File: config.mk
export PLATFORM = sky130hd
export DESIGN_NAME = cc_cmd_cipher
export DESIGN_NICKNAME = d
export VERILOG_FILES = /design/src/rtl/cc_cipher_pkg.sv /design/src/rtl/cc_rst_sync.sv /design/src/rtl/cc_cipher_lane.sv /design/src/rtl/cc_cmd_cipher.sv
export SDC_FILE = /design/constraint.sdc
export NUM_CORES = 1
export LEC_CHECK = 0
export BUFFER_PORTS_ARGS = -buffer_cell sky130_fd_sc_hd__buf_2
export CORE_MARGIN = 5
export CORE_UTILIZATION = 57
export CTS_CLUSTER_SIZE = 25
export DETAILED_ROUTE_END_ITERATION = 16
export PLACE_DENSITY_LB_ADDON = 0.05
export SLEW_MARGIN = 20
export SYNTH_ARGS = -nofsm -noshare
export SYNTH_HDL_FRONTEND = slang
export SYNTH_SLANG_ARGS = --single-unit
File: constraint.sdc
create_clock -name clk_i -period 1.55 [get_ports clk_i]
set_input_delay 0.2325 -clock clk_i [delete_from_list [all_inputs] [get_ports clk_i]]
set_output_delay 0.2325 -clock clk_i [all_outputs]
set_load 0.005 [all_outputs]
File: src/rtl/cc_cipher_pkg.sv
package cc_cipher_pkg;

  localparam int unsigned BYTE_W = 8;
  localparam logic [BYTE_W-1:0] SEED_A = 8'h9B;
  localparam logic [BYTE_W-1:0] SEED_B = 8'h54;

  typedef enum logic {DIR_FWD = 1'b0, DIR_INV = 1'b1} dir_e;

  // scramble one byte with state pair (a, b)
  function automatic logic [BYTE_W-1:0] fwd_byte(input logic [BYTE_W-1:0] v,
                                                 input logic [BYTE_W-1:0] a,
                                                 input logic [BYTE_W-1:0] b);
    logic [BYTE_W-1:0] t;
    t = ((v ^ b ^ 8'h2B) - 8'h05) ^ 8'h35;
    t = t - 8'h39;
    t = ((t ^ a ^ 8'h5A) - 8'hB0) ^ 8'h38;
    t = t - 8'h45;
    return t;
  endfunction

  // undo fwd_byte given the same state pair
  function automatic logic [BYTE_W-1:0] inv_byte(input logic [BYTE_W-1:0] v,
                                                 input logic [BYTE_W-1:0] a,
                                                 input logic [BYTE_W-1:0] b);
    logic [BYTE_W-1:0] t;
    t = (((v + 8'h45) ^ 8'h38) + 8'hB0) ^ 8'h5A ^ a;
    t = (((t + 8'h39) ^ 8'h35) + 8'h05) ^ 8'h2B ^ b;
    return t;
  endfunction

endpackage

File: src/rtl/cc_rst_sync.sv
module cc_rst_sync #(
  parameter int unsigned STAGES = 2
) (
  input  logic clk_i,
  input  logic rst_ni,
  output logic rst_sync_no
);
  logic [STAGES-1:0] sync_q;

  always_ff @(posedge clk_i or negedge rst_ni) begin
    if (!rst_ni) sync_q <= '0;
    else         sync_q <= {sync_q[STAGES-2:0], 1'b1};
  end

  assign rst_sync_no = sync_q[STAGES-1];
endmodule

File: src/rtl/cc_cipher_lane.sv
module cc_cipher_lane
  import cc_cipher_pkg::*;
#(
  parameter dir_e MODE = DIR_FWD
) (
  input  logic              clk_i,
  input  logic              rst_ni,
  input  logic              in_valid_i,
  input  logic              in_sof_i,
  input  logic [BYTE_W-1:0] in_data_i,
  output logic              in_ready_o,
  output logic              out_valid_o,
  output logic [BYTE_W-1:0] out_data_o,
  input  logic              out_ready_i
);
  logic [BYTE_W-1:0] key_a_q, key_b_q, key_a_d, key_b_d;
  logic [BYTE_W-1:0] cur_a, cur_b, result;
  logic [BYTE_W-1:0] out_data_q;
  logic              out_valid_q, out_valid_d;
  logic              take;

  // ready whenever the output slot is empty or is being drained
  assign in_ready_o = ~out_valid_q | out_ready_i;
  assign take       = in_valid_i & in_ready_o;

  always_comb begin
    cur_a = in_sof_i ? SEED_A : key_a_q;
    cur_b = in_sof_i ? SEED_B : key_b_q;
  end

  generate
    if (MODE == DIR_FWD) begin : g_fwd
      always_comb begin
        result  = fwd_byte(in_data_i, cur_a, cur_b);
        key_a_d = in_data_i;
        key_b_d = result;
      end
    end else begin : g_inv
      always_comb begin
        result  = inv_byte(in_data_i, cur_a, cur_b);
        key_a_d = result;
        key_b_d = in_data_i;
      end
    end
  endgenerate

  always_comb begin
    out_valid_d = take | (out_valid_q & ~out_ready_i);
  end

  always_ff @(posedge clk_i or negedge rst_ni) begin
    if (!rst_ni) begin
      key_a_q <= SEED_A;
      key_b_q <= SEED_B;
    end else if (take) begin
      key_a_q <= key_a_d;
      key_b_q <= key_b_d;
    end
  end

  always_ff @(posedge clk_i or negedge rst_ni) begin
    if (!rst_ni) out_data_q <= '0;
    else if (take) out_data_q <= result;
  end

  always_ff @(posedge clk_i or negedge rst_ni) begin
    if (!rst_ni) out_valid_q <= 1'b0;
    else         out_valid_q <= out_valid_d;
  end

  assign out_valid_o = out_valid_q;
  assign out_data_o  = out_data_q;
endmodule

File: src/rtl/cc_cmd_cipher.sv
module cc_cmd_cipher
  import cc_cipher_pkg::*;
(
  input  logic              clk_i,
  input  logic              rst_ni,
  input  logic              tx_valid_i,
  input  logic              tx_sof_i,
  input  logic [BYTE_W-1:0] tx_data_i,
  output logic              tx_ready_o,
  output logic              tx_out_valid_o,
  output logic [BYTE_W-1:0] tx_out_data_o,
  input  logic              tx_out_ready_i,
  input  logic              rx_valid_i,
  input  logic              rx_sof_i,
  input  logic [BYTE_W-1:0] rx_data_i,
  output logic              rx_ready_o,
  output logic              rx_out_valid_o,
  output logic [BYTE_W-1:0] rx_out_data_o,
  input  logic              rx_out_ready_i
);
  logic rst_sync_n;

  cc_rst_sync #(.STAGES(2)) u_rst (
    .clk_i       (clk_i),
    .rst_ni      (rst_ni),
    .rst_sync_no (rst_sync_n)
  );

  cc_cipher_lane #(.MODE(DIR_FWD)) u_tx (
    .clk_i       (clk_i),
    .rst_ni      (rst_sync_n),
    .in_valid_i  (tx_valid_i),
    .in_sof_i    (tx_sof_i),
    .in_data_i   (tx_data_i),
    .in_ready_o  (tx_ready_o),
    .out_valid_o (tx_out_valid_o),
    .out_data_o  (tx_out_data_o),
    .out_ready_i (tx_out_ready_i)
  );

  cc_cipher_lane #(.MODE(DIR_INV)) u_rx (
    .clk_i       (clk_i),
    .rst_ni      (rst_sync_n),
    .in_valid_i  (rx_valid_i),
    .in_sof_i    (rx_sof_i),
    .in_data_i   (rx_data_i),
    .in_ready_o  (rx_ready_o),
    .out_valid_o (rx_out_valid_o),
    .out_data_o  (rx_out_data_o),
    .out_ready_i (rx_out_ready_i)
  );
endmodule

======== Word level (Yosys, flattened, before mapping) ========
Index checks and enable logic that the tools add are counted.
word-level totals
  register bits after elaboration ......... 52
  input port bits ......................... 24
  output and inout port bits .............. 20
  logic and storage cells ................. 45
operators by class
  add/sub/neg operators ................... 8
  mux-type cells .......................... 4
  bitwise logic cells ..................... 24
operator list
  kind                   count
  $mux W8                4
  $xor A8 B8 Y8          4
  $not A4 Y4             6
  $add A8 B3 Y8 const B  1
  $add A8 B6 Y8 const B  1
  $add A8 B7 Y8 const B  1
  $add A8 B8 Y8 const B  1
  $sub A8 B3 Y8 const B  1
  $sub A8 B6 Y8 const B  1
  $sub A8 B7 Y8 const B  1
  $sub A8 B8 Y8 const B  1
  $not A3 Y3             2
  $and A1 B1 Y1          4
  $not A1 Y1             4
  $or A1 B1 Y1           4

======== Longest topological paths before layout ========
Gate-level depths: netlist of run 1.
  word-level depth ........................ 11
  mapped depth ............................ 15
  depth with buffers taken out ............ 13

======== Cells and area by module ========
A second synthesis of run 1 with hierarchy kept.
second synthesis, totals
  cell total of the unflattened synthesis .. 397
  area total of the unflattened synthesis .. 3,555.9 um^2
modules (own cells, without submodules)
  module                  times used  cells each  area each (um^2)  seq. area each (um^2)
  cc_cipher_lane at u_rx  1           193         1,816.7           560.5
  cc_cipher_lane at u_tx  1           201         1,685.4           510.5
  cc_rst_sync             1           3           53.8              50.0

======== Worst setup path after synthesis of run 1 ========
OpenSTA, ideal clock, no wires.
  kind .................................... register -> register
  from .................................... register u_tx.out_data_o[0] (netlist name)
  to ...................................... register u_tx.out_data_q[6], in the netlist u_tx.out_data_o[6]
  data arrival time ....................... 3,599 ps
  data required time ...................... 1,425 ps
  slack ................................... -2,173 ps
  cell stages (with the launch flop) ...... 15
  clock period less this slack ............ 3,723 ps
  path through ............................ dfrtp_1 > buf_2 > nor2b_1 > xnor2_1 > inv_1 > ha_1 > or3b_2 > a21oi_1 > o21ai_0 > a2111o_1 > xnor2_2 > a2111o_1 > and3_1 > xnor2_1 > mux2_2
RTL lines
  what                  RTL line              source
  end signal, assigned  cc_cipher_lane.sv:63  else if (take) out_data_q <= result;
  end, declared         cc_cipher_lane.sv:18  logic [BYTE_W-1:0] out_data_q;

==> impl_metrics.csv, run 1 <==
group,metric,value,unit
logic_synthesis,yosysUniqueCellTypes,63,
clock_tree,clockBufferDepth,2,
route,vias,3871,
placed_design,numPortBuffers,43,
logic_synthesis,syn-num-nets,424,
route,via_per_inst,6.41,
layout,fin_nets,558,
layout,stdcell_area,5330,um^2
logic_synthesis,synth.largest_area_cell,"dfrtp_1",
sta,rsz0062_at_grt,"yes",
layout,fillers,233,
status,outcome,"complete, but fails checks",
sta,tightest_slew,0.677,ns
grt,grt_pass1_vias,3661,
flow_run,drv_cap,0,
pwr,powerDensity,1930,nW/um^2
critical_path,cp.required,1.75,ns
clock_tree,clock_latency,0.31,ns
critical_path,critPathMaxFanout,4,
placed_design,place_ws,-1.71,ns
sta,clock_skew,0.00838,ns
grt,grt_pass1_wl,18000,um
pwr,ir_drop,1.53,mV
logic_synthesis,yosysWarnings,0,
hold_path,hold_path_class,"in2reg",
placed_design,dpl.hpwl,7120,um
layout,drive_above_1_share,0.527,
sta,setup_violations,21,
clock_tree,cts.sinks,44,
placed_design,gp_congestion,0.878,
layout,syn2layout_area_growth,54.6,%
layout,final_common_cell,"buf_4",
floorplan,boundaryPins,44,
clock_tree,cts_buffers,5,
clock_tree,clockRootBuffer,"clkbuf_8",
critical_path,worst-path-buf-inv,1,
route,dr.pass1.iters,5,
logic_synthesis,synthArstFlopShare,1.00,
route,detail_route.wl_per_cell,22.7,um
critical_path,criticalPathCategory,"reg2reg",
critical_path,critPathLaunchType,"flop",
critical_path,end_kind,"flop",
critical_path,crit_family,"compound AO/OA/AOI/OAI gates",
logic_synthesis,synthTopCellsByArea,"dfrtp_1 20%, dfstp_2 12%, xnor2_1 12%, nand2_1 5.6%, xor2_1 4.3%",
sta,finalCritPeriodShare,2.15,
floorplan,core_region_area,5890,um^2
clock_tree,htree_levels,2,
clock_tree,path_clk_slew,0.09,ns
route,ant_nets,0,
route,wl,13700,um
status,violations,"negative setup slack",
critical_path,slowest_stage,"a2111o_1",
critical_path,max_stage_delay,0.48,ns
layout,final_core_util,0.905,
critical_path,arrival,3.52,ns
critical_path,crit_chain,"nor2b_4, xnor2_2, inv_2, ha_4, or3b_4, a21oi_4, o21ai_2, a2111o_1, xnor2_2, a2111o_1, and3_4, xnor2_2, mux2_4",
grt,antenna_found_initial,0,
grt,track_usage,0.299,
layout,num_antenna_cells,0,
sta,hold_violations,0,
sta,drv_slew,0,
logic_synthesis,syn-instance-count,394,
floorplan,die-area,7700,um^2
logic_synthesis,synth.top_cell.area_share,0.203,
logic_synthesis,ys_ff_latch,44,
sta,fin_crit,3.33,ns
clock_tree,cts_tree,"yes",
grt,grt_start_max_net_pins,28,
pwr,p_leak,2.41,nW
floorplan,rows,28,
sta,relSlewSlack,0.549,
logic_synthesis,synth.avg_cell_area,8.75,um^2
floorplan,start_util,0.585,
layout,layout_common_cells,"90 x buf_4, 45 x nand2_1, 43 x buf_2, 29 x nor2_1, 27 x dfrtp_1",
floorplan,die_w,87.8,um
route,drc,0,
sta,worst_slack,-1.78,ns
sta,fmax,301,MHz
logic_synthesis,synth_area,3450,um^2
placed_design,placed_area,4520,um^2
logic_synthesis,ys_seq_area_frac,0.325,
logic_synthesis,synth-edff-count,0,
grt,grt_overflow,0,
floorplan,dieHeight,87.8,um
critical_path,cp_common_cell,"xnor2_2",
route,drt_iter0_drc,389,
logic_synthesis,synth-main-ff-cell,"dfrtp_1",
## final timing paths
check / start / endpoint / slack, ns / cells past startpoint
setup / recovery: u_tx.out_data_o[1]$_DFFE_PN0P_ / u_tx.out_data_o[6]$_DFFE_PN0P_ / -1.78 / 13
hold / removal: rx_valid_i / u_rx.out_valid_o$_DFF_PN0_ / 0.17 / 2
setup reg to reg: u_tx.out_data_o[1]$_DFFE_PN0P_ / u_tx.out_data_o[6]$_DFFE_PN0P_ / -1.78 / 13
hold reg to reg: u_rst.sync_q[1]$_DFF_PN0_ / u_rx.key_b_q[5]$_DFFE_PN0P_ / 0.19 / 0
max in group asynchronous: u_rst.sync_q[1]$_DFF_PN0_ / u_tx.key_a_q[0]$_DFFE_PN1P_ / 0.80 / 1
min in group asynchronous: u_rst.sync_q[1]$_DFF_PN0_ / u_rx.key_b_q[5]$_DFFE_PN0P_ / 0.19 / 0
## synthesized netlist by cell type (2+ instances only)
cell       count
nor4_1         3
a211oi_1       4
o2bb2ai_1      2
a31oi_1        3
nand3_1        4
nor2_1        39
xnor2_1       48
nor2b_1       14
nor3_1         7
o22ai_1        2
o21a_1         2
and2_1         4
buf_2          4
buf_4          8
a2111o_1       2
buf_6          2
clkbuf_1      10
o211ai_1       3
nor4bb_1       3
nand2_1       51
dfstp_2       16
nor3b_1        2
nand4_1        2
dfrtp_1       28
xnor3_1        3
a21oi_1       15
xor2_1        17
o2111ai_1      2
inv_1          7
a21o_1         8
ha_1           6
a32oi_1        2
nand2b_1       8
buf_1          2
o21ai_0       20
a22oi_1        4
mux2_2        11
## power by group
group          internal, mW  leakage, nW  switching [mW]  total, mW
registers              1.60        0.499           0.349       1.95
logic                  3.87         1.85            3.55       7.42
clock network         0.486       0.0583           0.451      0.937
total                  5.96         2.41            4.35       10.3
## state kept, by name, indices dropped and copies added, names as in the netlist
name and count:
u_tx.key_b_q 3, u_tx.out_valid_o 1, u_tx.out_data_o 8, u_rst.sync_q 2
u_rx.out_valid_o 1, u_rx.key_a_q 5, u_rx.key_b_q 8, u_tx.key_a_q 8
u_rx.out_data_o 8
## layer usage
layer / track usage / up-vias / share of wire
li1: - / 1610 / -
met1: 0.358 / 1847 / 0.35
met2: 0.534 / 316 / 0.49
met3: 0.0517 / 98 / 0.090
met4: 0.110 / 0 / 0.069
met5: 0 / - / 0
## layout make-up
cell class	instances	area, um^2	share of cell area
multi-input combinational	317	2830	0.531
clock buffer	5	68.8	0.0129
inverter	7	26.3	0.00493
tap	75	93.8	0.0176
timing repair buffer	153	1140	0.214
clock inverter	3	47.5	0.00892
sequential	44	1120	0.211
## kinds of logic (layout without fill, tap and decap cells)
kind of cell	Yosys count	after routing	synth area share
AO/OA/AOI/OAI	82	82	0.162
flip-flops	44	44	0.325
multiplexers	12	12	0.0389
XOR/XNOR	70	70	0.196
adder cells (fa/ha/maj)	6	6	0.0218
AND/OR/NAND/NOR	146	146	0.204
other	1	1	0.00109
buffers and inverters	33	168	0.0505
## stage by stage
step                setup TNS, ns  total power [mW]  hold WS [ns]  instances
global route               -20.35              10.7         0.156        604
finish                     -18.86              10.3         0.166        604
CTS                        -16.49              9.04         0.140        599
global placement           -16.97              6.93        0.0190        580
detailed placement         -18.11              7.11        0.0246        580
floorplan                  -14.59              5.23       -0.0631        394
## timing repair
action	CTS	global route
buffers inserted	11	10
hold endpoints to repair	2	0
pin swaps	34	28
hold buffers	1	0
endpoints found under the setup margin	18	24
resized for setup	62	44
(Power assumes the default switching activity.)
==> run 2, diff against run 1 <==
Settings changed: CORE_UTILIZATION 57 to 59, REMOVE_ABC_BUFFERS from default to 1.
==> run 2 against run 1 <==
  * The run still ends with negative setup slack left
  * Core utilization up 1.9 points
  * Clock power down 17%
  * Global-route usage increased by 0.52 points
  * Largest cell class unchanged
  * Highest routed layer unchanged
==> impl_metrics.csv, run 2 (synthesized netlist as in run 1, its figures left out) <==
group,metric,value,unit
route,met2_length,6870,um
pwr,ir_drop,1.04,mV
layout,fin_nets,555,
flow_run,drv_cap,0,
layout,multi_input_area,2750,um^2
floorplan,start_util,0.614,
sta,tightest_slew,0.760,ns
critical_path,critPathLaunchType,"flop",
layout,drive_above_1_share,0.521,
clock_tree,clockRootBuffer,"clkbuf_8",
layout,layout_common_cells,"90 x buf_4, 46 x nand2_1, 43 x buf_2, 30 x nor2_1, 27 x dfrtp_1",
route,wl_met3,1240,um
floorplan,die_w,86.4,um
status,outcome,"complete, but fails checks",
pwr,powerDensity,2010,nW/um^2
clock_tree,path_clk_slew,0.09,ns
layout,fillers,188,
layout,seq_area,1120,um^2
grt,grt_pass1_vias,3727,
pwr,totalPowerFinal,10.4,mW
sta,rsz0062_at_grt,"yes",
route,ant_nets,0,
route,via_per_inst,6.60,
route,drt_iter0_drc,444,
route,wl,14300,um
status,violations,"negative setup slack",
grt,antenna_found_initial,0,
layout,stdcell_area,5180,um^2
sta,hold_violations,0,
sta,fin_crit,3.48,ns
floorplan,core_region_area,5610,um^2
placed_design,gp_congestion,0.892,
layout,syn2layout_area_growth,50.4,%
route,wl_met1,5100,um
route,detail_route.wl_per_cell,23.9,um
route,vias,3946,
clock_tree,cts_tree,"yes",
layout,num_antenna_cells,0,
placed_design,placed_area,4260,um^2
critical_path,criticalPathCategory,"reg2reg",
sta,worst_slack,-1.93,ns
route,drc,0,
clock_tree,cts.sinks,44,
clock_tree,htree_levels,2,
placed_design,dpl.hpwl,6420,um
sta,whs,0.169,ns
floorplan,die-area,7470,um^2
floorplan,dieHeight,86.4,um
critical_path,critPathMaxFanout,4,
placed_design,numPortBuffers,43,
sta,finalCritPeriodShare,2.25,
route,dr.pass1.iters,5,
pwr,p_leak,2.36,nW
sta,drv_slew,0,
hold_path,hold_path_class,"in2reg",
sta,clock_skew,0.00714,ns
route,routed.top_layer,"met4",
grt,grt_overflow,0,
critical_path,arrival,3.67,ns
critical_path,cp.required,1.74,ns
critical_path,end_kind,"flop",
floorplan,boundaryPins,44,
sta,relSlewSlack,0.493,
clock_tree,clock_latency,0.30,ns
sta,fmax,287,MHz
floorplan,rows,27,
grt,track_usage,0.304,
placed_design,place_ws,-1.90,ns
grt,grt_start_max_net_pins,26,
sta,setup_violations,20,
layout,final_common_cell,"buf_4",
grt,grt_pass1_wl,18100,um
clock_tree,clockBufferDepth,2,
clock_tree,cts_buffers,5,
==> run 2: final timing paths <==
| check | slack (ns) | start | cells after the start | to |
|---|---|---|---|---|
| worst min register to register | 0.22 | u_rst.sync_q[1]$_DFF_PN0_ | 0 | u_rx.out_data_o[7]$_DFFE_PN0P_ |
| min in group asynchronous | 0.22 | u_rst.sync_q[1]$_DFF_PN0_ | 0 | u_rx.out_data_o[7]$_DFFE_PN0P_ |
| worst max register to register | -1.93 | u_tx.out_data_o[0]$_DFFE_PN0P_ | 15 | u_tx.out_data_o[6]$_DFFE_PN0P_ |
| worst max-delay path | -1.93 | u_tx.out_data_o[0]$_DFFE_PN0P_ | 15 | u_tx.out_data_o[6]$_DFFE_PN0P_ |
| max in group asynchronous | 0.77 | u_rst.sync_q[1]$_DFF_PN0_ | 1 | u_rx.key_a_q[1]$_DFFE_PN1P_ |
| worst min-delay path | 0.17 | rx_valid_i | 2 | u_rx.out_valid_o$_DFF_PN0_ |
==> run 2: where the power goes <==
group	total (mW)	switching (mW)	internal (mW)	leakage, nW
logic	7.69	3.79	3.90	1.81
registers	1.94	0.337	1.60	0.499
clock network	0.776	0.411	0.365	0.0455
==> run 2: repair_timing <==
item,4_1_cts,5_1_grt
setup buffers,19,15
hold endpoints to repair,2,0
setup endpoints to repair,19,23
hold buffers,1,0
pin swaps,54,49
resized for setup,82,56
==> run 2: cell type report <==
| class | instances | share of cell area |
|---|---|---|
| tap | 72 | 0.0174 |
| sequential | 44 | 0.217 |
| inverter | 7 | 0.00507 |
| multi-input combinational | 317 | 0.530 |
| timing repair buffer | 150 | 0.214 |
| clock buffer | 8 | 0.0174 |
==> run 2: routing by layer <==
layer / vias up / GRT usage
met5: - / 0
met4: 0 / 0.146
met1: 1881 / 0.347
met3: 115 / 0.0475
met2: 341 / 0.549
li1: 1609 / -
==> run 2: through the flow <==
| stage | setup TNS [ns] | util | std cells |
|---|---|---|---|
| after floorplan | -18.85 | - | 368 |
| after global placement | -20.61 | 0.760 | 567 |
| after detailed placement | -21.66 | 0.760 | 567 |
| after CTS | -16.70 | 0.863 | 591 |
| after global routing | -22.08 | 0.924 | 598 |
| final | -20.39 | 0.924 | 598 |
==> run 2: critical path, cell delays in order (launching register included) <==
cell and delay (ns):
dfrtp_1 0.39, nor2b_4 0.14, xnor2_2 0.17, inv_2 0.07, ha_4 0.18, buf_6 0.12
xnor3_2 0.28, buf_12 0.16, nor3_1 0.50, a2111o_1 0.28, xnor2_2 0.16, buf_4 0.19
o21ai_0 0.13, and3_4 0.20, xnor2_4 0.13, mux2_4 0.26
